`config.mk`:
```
export PLATFORM = sky130hd
export DESIGN_NAME = disp_timing_gen
export DESIGN_NICKNAME = d
export VERILOG_FILES = /design/src/rtl/dtg_pkg.sv /design/src/rtl/dtg_regs.sv /design/src/rtl/dtg_axis.sv /design/src/rtl/dtg_sync_pin.sv /design/src/rtl/disp_timing_gen.sv
export SDC_FILE = /design/constraint.sdc
export NUM_CORES = 1
export LEC_CHECK = 0
export BUFFER_PORTS_ARGS = -buffer_cell sky130_fd_sc_hd__buf_2
export CORE_MARGIN = 2
export CORE_UTILIZATION = 37
export DETAILED_ROUTE_END_ITERATION = 12
export PLACE_DENSITY_LB_ADDON = 0.3
export SLEW_MARGIN = 20
export SYNTH_ARGS = -nofsm -noshare
export SYNTH_HDL_FRONTEND = slang
export SYNTH_SLANG_ARGS = --single-unit
```
`constraint.sdc`:
```
create_clock -name clk -period 3.5 [get_ports clk]
set_clock_uncertainty 0.05 [all_clocks]
set_input_delay 0.35 -clock clk [delete_from_list [all_inputs] [get_ports clk]]
set_output_delay 0.35 -clock clk [all_outputs]
set_load 0.01 [all_outputs]
```
`src/rtl/dtg_pkg.sv`:
```
package dtg_pkg;
  // geometry slots; register address is slot + 1
  localparam int unsigned SLOT_H_LAST = 0;
  localparam int unsigned SLOT_H_VIS  = 1;
  localparam int unsigned SLOT_H_SB   = 2;
  localparam int unsigned SLOT_H_SE   = 3;
  localparam int unsigned SLOT_V_LAST = 4;
  localparam int unsigned SLOT_V_VIS  = 5;
  localparam int unsigned SLOT_V_SB   = 6;
  localparam int unsigned SLOT_V_SE   = 7;
  localparam int unsigned SLOT_H_PF   = 8;
  localparam int unsigned NSLOT       = 9;

  localparam logic [3:0] ADR_CTRL = 4'd0;
  localparam logic [3:0] ADR_SYNC = 4'd10;
  localparam logic [3:0] ADR_DISP = 4'd11;

  localparam int unsigned SYNC_W      = 7;
  localparam int unsigned SB_GREEN    = 0;
  localparam int unsigned SB_ALL_OFF  = 1;
  localparam int unsigned SB_H_INV    = 3;
  localparam int unsigned SB_V_INV    = 4;
  localparam int unsigned SB_H_OFF    = 5;
  localparam int unsigned SB_V_OFF    = 6;
endpackage

```
`src/rtl/dtg_regs.sv`:
```
module dtg_regs
  import dtg_pkg::*;
#(
  parameter int CW = 12
) (
  input  logic                        clk,
  input  logic                        rst_n,
  input  logic                        wr,
  input  logic [3:0]                  addr,
  input  logic [CW-1:0]               wdata,
  input  logic                        frame_edge,
  output logic                        run,
  output logic                        refresh,
  output logic                        disp_off,
  output logic [SYNC_W-1:0]           sync_cfg,
  output logic [NSLOT-1:0][CW-1:0]    act
);
  logic [NSLOT-1:0][CW-1:0] shadow;

  // shadow copies, one per geometry slot
  for (genvar i = 0; i < NSLOT; i++) begin : g_shadow
    always_ff @(posedge clk or negedge rst_n) begin
      if (!rst_n)
        shadow[i] <= '0;
      else if (wr && addr == 4'(i + 1))
        shadow[i] <= wdata;
    end
  end

  // active geometry follows shadow while stopped, else only at frame end
  always_ff @(posedge clk or negedge rst_n) begin
    if (!rst_n)
      act <= '0;
    else if (!run || frame_edge)
      act <= shadow;
  end

  always_ff @(posedge clk or negedge rst_n) begin
    if (!rst_n) begin
      run      <= 1'b0;
      refresh  <= 1'b0;
      disp_off <= 1'b0;
      sync_cfg <= '0;
    end else if (wr) begin
      if (addr == ADR_CTRL) begin
        run     <= wdata[0];
        refresh <= wdata[1];
      end
      if (addr == ADR_SYNC) sync_cfg <= wdata[SYNC_W-1:0];
      if (addr == ADR_DISP) disp_off <= wdata[1];
    end
  end

  AST_ACT_FROZEN: assert property (@(posedge clk) disable iff (!rst_n)
    (run && !frame_edge) |=> $stable(act));
endmodule

```
`src/rtl/dtg_axis.sv`:
```
module dtg_axis #(
  parameter int CW = 12
) (
  input  logic          clk,
  input  logic          rst_n,
  input  logic          run,
  input  logic          step,
  input  logic [CW-1:0] last,
  input  logic [CW-1:0] vis_last,
  input  logic [CW-1:0] sync_beg,
  input  logic [CW-1:0] sync_end,
  output logic [CW-1:0] count,
  output logic          wrap,
  output logic          in_vis,
  output logic          in_sync
);
  assign wrap    = run && step && (count == last);
  assign in_vis  = (count <= vis_last);
  assign in_sync = (count >= sync_beg) && (count <= sync_end);

  always_ff @(posedge clk or negedge rst_n) begin
    if (!rst_n)
      count <= '0;
    else if (!run)
      count <= '0;
    else if (step)
      count <= (count == last) ? '0 : count + 1'b1;
  end

  AST_CNT_BOUND: assert property (@(posedge clk) disable iff (!rst_n)
    count <= last);
  AST_WRAP_ZERO: assert property (@(posedge clk) disable iff (!rst_n)
    (run && step && count == last) |=> (count == '0));
  AST_HOLD_NO_STEP: assert property (@(posedge clk) disable iff (!rst_n)
    (run && !step) |=> $stable(count));
  AST_IDLE_ZERO: assert property (@(posedge clk) disable iff (!rst_n)
    !run |=> (count == '0));
endmodule

```
`src/rtl/dtg_sync_pin.sv`:
```
module dtg_sync_pin (
  input  logic raw,
  input  logic inv,
  input  logic off,
  output logic pin
);
  // a disabled pin rests at its inactive level after polarity
  assign pin = off ? inv : (raw ^ inv);
endmodule

```
`src/rtl/disp_timing_gen.sv`:
```
module disp_timing_gen
  import dtg_pkg::*;
#(
  parameter int CW = 12
) (
  input  logic          clk,
  input  logic          rst_n,
  input  logic          reg_wr,
  input  logic [3:0]    reg_addr,
  input  logic [CW-1:0] reg_wdata,
  output logic [CW-1:0] h_count,
  output logic [CW-1:0] v_count,
  output logic          hsync,
  output logic          vsync,
  output logic          green_sync,
  output logic          video_en,
  output logic          line_prefetch
);
  localparam int NAX = 2;

  logic                     run, refresh, disp_off;
  logic [SYNC_W-1:0]        sync_cfg;
  logic [NSLOT-1:0][CW-1:0] act;
  logic                     h_wrap, v_wrap, h_vis, v_vis, h_sy, v_sy;
  logic                     frame_edge;
  logic [NAX-1:0]           raw, inv, off, pins;

  assign frame_edge = h_wrap && v_wrap;

  dtg_regs #(.CW(CW)) u_regs (
    .clk(clk), .rst_n(rst_n), .wr(reg_wr), .addr(reg_addr), .wdata(reg_wdata),
    .frame_edge(frame_edge), .run(run), .refresh(refresh), .disp_off(disp_off),
    .sync_cfg(sync_cfg), .act(act)
  );

  dtg_axis #(.CW(CW)) u_hax (
    .clk(clk), .rst_n(rst_n), .run(run), .step(1'b1),
    .last(act[SLOT_H_LAST]), .vis_last(act[SLOT_H_VIS]),
    .sync_beg(act[SLOT_H_SB]), .sync_end(act[SLOT_H_SE]),
    .count(h_count), .wrap(h_wrap), .in_vis(h_vis), .in_sync(h_sy)
  );

  dtg_axis #(.CW(CW)) u_vax (
    .clk(clk), .rst_n(rst_n), .run(run), .step(h_wrap),
    .last(act[SLOT_V_LAST]), .vis_last(act[SLOT_V_VIS]),
    .sync_beg(act[SLOT_V_SB]), .sync_end(act[SLOT_V_SE]),
    .count(v_count), .wrap(v_wrap), .in_vis(v_vis), .in_sync(v_sy)
  );

  assign raw = {run && v_sy, run && h_sy};
  assign inv = {sync_cfg[SB_V_INV], sync_cfg[SB_H_INV]};
  assign off = {sync_cfg[SB_V_OFF] | sync_cfg[SB_ALL_OFF],
                sync_cfg[SB_H_OFF] | sync_cfg[SB_ALL_OFF]};

  for (genvar a = 0; a < NAX; a++) begin : g_pin
    dtg_sync_pin u_pin (.raw(raw[a]), .inv(inv[a]), .off(off[a]), .pin(pins[a]));
  end

  assign hsync         = pins[0];
  assign vsync         = pins[1];
  assign green_sync    = sync_cfg[SB_GREEN] && !sync_cfg[SB_ALL_OFF] && (|raw);
  assign video_en      = run && refresh && !disp_off && h_vis && v_vis;
  assign line_prefetch = run && (h_count == act[SLOT_H_PF]);

  AST_DE_WINDOW: assert property (@(posedge clk) disable iff (!rst_n)
    video_en |-> (h_count <= act[SLOT_H_VIS] && v_count <= act[SLOT_V_VIS]));
  AST_V_ON_WRAP: assert property (@(posedge clk) disable iff (!rst_n)
    (run && h_count != act[SLOT_H_LAST]) |=> $stable(v_count));
endmodule

```
==> reports/qor.txt <==
Status -> finished clean
Most used flip-flop cell after synthesis -> dfrtp_1
Mapped Nets -> 1086
Area growth, synth to finish -> 15.0%
Proportion of layout cells with a drive suffix above 1 -> 0.260
Setup Total Neg Slack -> 0 ns
Hold WC Path Type -> in -> reg
Placeable Area -> 0.0313 mm²
CTS max path bufs -> 3
Vias in the first global route -> 7718
CP Max Fanout -> 7
RD Place Congestion -> 0.770
# IOs -> 48
Skew-Pair Late Insertion Delay -> 0.53 ns
Synth area leader -> dfrtp_1
Routed WL -> 28.1 mm
Worst-path clk slew -> 0.07 ns
ANT nets after route -> 0
Fin crit period -> 3.22 ns
Initial antenna violation count -> 1
LEAKAGE -> 6.33 nW
Mapped Cells -> 993
CTS tree -> yes
Synth Area per Inst -> 11.8 µm²
Number of DRC markers in iteration 0 -> 271
FMAX -> 0.311 GHz
Period utilisation layout -> 0.920
Synth top area cells -> dfrtp_1 (53%), mux2_2 (15%), ha_1 (7.9%), nand2_1 (2.7%), inv_1 (2.6%)
Worst-Margin Slew -> 0.857 ns
Critical Path AT -> 2.82 ns
Gr ovfl total -> 0
Mapped cell area -> 0.0117 mm²
Post-synth EDFFs -> 0
Row count -> 65
Fin. max-slew vios -> 0
DRC Markers -> 0
Crit Path Class -> reg -> out
Post-CTS Setup Repair Bufs -> 0
# clock sinks -> 249
Fillers -> 2952
Top cells by count, synth -> dfrtp_1 (249), mux2_2 (155), nand2_1 (83), inv_1 (80), ha_1 (74)
Largest net degree at the start of global routing -> 105
Async S/R FF share, synth -> 1.00
DP Area -> 0.0125 mm²
Vias/cell -> 5.12
Pwr dens -> 672 mW/mm²
I/O Buffers -> 47
CTS root buffer -> clkbuf_16
Diode count -> 0
CTS Buf Count -> 26
GRT Total Usage -> 0.176
Height of the die -> 182 µm
Slew headroom -> 0.429
Drt first pass iters -> 4
Syn. warnings -> 0
Peak supply drop -> 0.352 mV
Critical Path RT -> 3.10 ns
Via count -> 7569
Most common cell in the netlist -> dfrtp_1
DIE AREA -> 0.0330 mm²
Post-route cell area -> 0.0134 mm²
Die X-Extent -> 182 µm
Initial core utilization -> 0.373
H-tree depth -> 1
Setup violations, final -> 0
Crit. End Element -> primary output
CP Launch Type -> flip-flop
Max-cap violation count -> 0
Post-synthesis cell type count -> 46
Fin nets -> 1151
HPWL after detailed placement -> 18.4 mm
Sequential share of the synthesized area -> 0.533
RSZ-0062 raised after global routing -> false
Average wire per standard cell -> 19.0 µm
Fin. Hold Viols -> 0
FF+latch count, synth -> 249
First-pass GRT wire length -> 45.1 mm
Yosys top cell area share -> 0.533
==> final timing paths <==
| kind | from | to | slack, ns | cells past startpoint |
|---|---|---|---|---|
| worst max-delay path | u_hax.count[9] | video_en | 0.28 | 9 |
| worst min-delay path | reg_wdata[4] | u_regs.shadow[28] | 0.25 | 2 |
| worst max register to register | u_hax.count[4] | u_regs.act[8] | 0.71 | 6 |
| worst min register to register | u_regs.shadow[13] | u_regs.act[13] | 0.43 | 2 |
| max in group asynchronous | rst_n | u_regs.shadow[103] | 2.13 | 3 |
| min in group asynchronous | rst_n | u_regs.shadow[91] | 0.40 | 2 |
==> critical path, stage by stage, from the launching register on <==
cell and delay [ns]:
dfrtp_1 0.38, buf_4 0.17, ha_1 0.31, a21o_1 0.19
a21o_1 0.17, a21oi_1 0.20, o211ai_1 0.13, o31a_1 0.17
nor4_2 0.35, buf_2 0.20
==> logic make-up after synthesis <==
logic type / Yosys count / synth area share
buf+inv: 122 / 0.0437
xor+xnor: 51 / 0.0382
compound gates: 142 / 0.0729
simple gates: 194 / 0.0783
flops: 249 / 0.533
fa+ha+maj: 74 / 0.0792
mux: 161 / 0.155
==> per-stage QoR <==
stage / setup WS [ns] / total power, mW / instances / utilization / hold WS (ns)
6_report: 0.281 / 9.03 / 1477 / 0.429 / 0.250
5_1_grt: 0.0281 / 9.61 / 1477 / 0.429 / 0.263
4_1_cts: 0.132 / 9.13 / 1477 / 0.429 / 0.240
3_5_place_dp: 0.507 / 6.19 / 1431 / 0.400 / 0.412
3_3_place_gp: 0.520 / 6.10 / 1431 / 0.400 / 0.406
2_1_floorplan: 1.09 / 5.57 / 993 / - / 0.00441
==> area by class of cell <==
| cell class | count | area, µm² | share of cell area |
|---|---|---|---|
| flip-flops and latches | 249 | 6230 | 0.464 |
| multi-input cells | 622 | 4970 | 0.370 |
| well taps | 402 | 503 | 0.0374 |
| inverters | 80 | 300 | 0.0223 |
| clock inverters | 11 | 170 | 0.0127 |
| repair buffers | 79 | 538 | 0.0400 |
| clock buffers | 34 | 732 | 0.0544 |
==> power by group <==
part	leakage (nW)	internal, mW	switching, mW
clock network	0.432	1.77	1.14
logic	2.79	0.973	1.10
registers	3.11	3.67	0.367
total	6.33	6.41	2.62
==> cell usage in the layout (no fill, tap or decap), drive strengths merged, types with 8 or more instances in the layout <==
cell / n
dfrtp: 249
mux2: 159
nand2: 83
inv: 81
buf: 78
o21ai: 77
ha: 74
clkbuf: 34
nor2: 28
xor2: 26
xnor2: 25
nand3: 23
nand4: 21
a21oi: 20
a21o: 8
==> state kept, by name, summed over array words and instances, names as in the netlist <==
register	flops
u_hax.count	12
u_regs.disp_off	1
u_vax.count	12
u_regs.refresh	1
u_regs.act	108
u_regs.sync_cfg	6
u_regs.run	1
u_regs.shadow	108
==> metal layers <==
metal  global-route usage  vias up  routed length, µm
met5                    0        -                  0
met4               0.0553        0                811
met3               0.0231       53               1220
met2                0.289      135              13300
met1                0.244     3794              12700
li1                     -     3587                  -
==> what timing repair did <==
| action | 4_1_cts | 5_1_grt |
|---|---|---|
| gates resized for setup | 1 | 3 |
| hold buffers | 1 | 0 |
| hold endpoints to repair | 100 | 0 |
| setup endpoints to repair | 1 | 1 |
No activity file was read; power rests on OpenSTA's default activity.
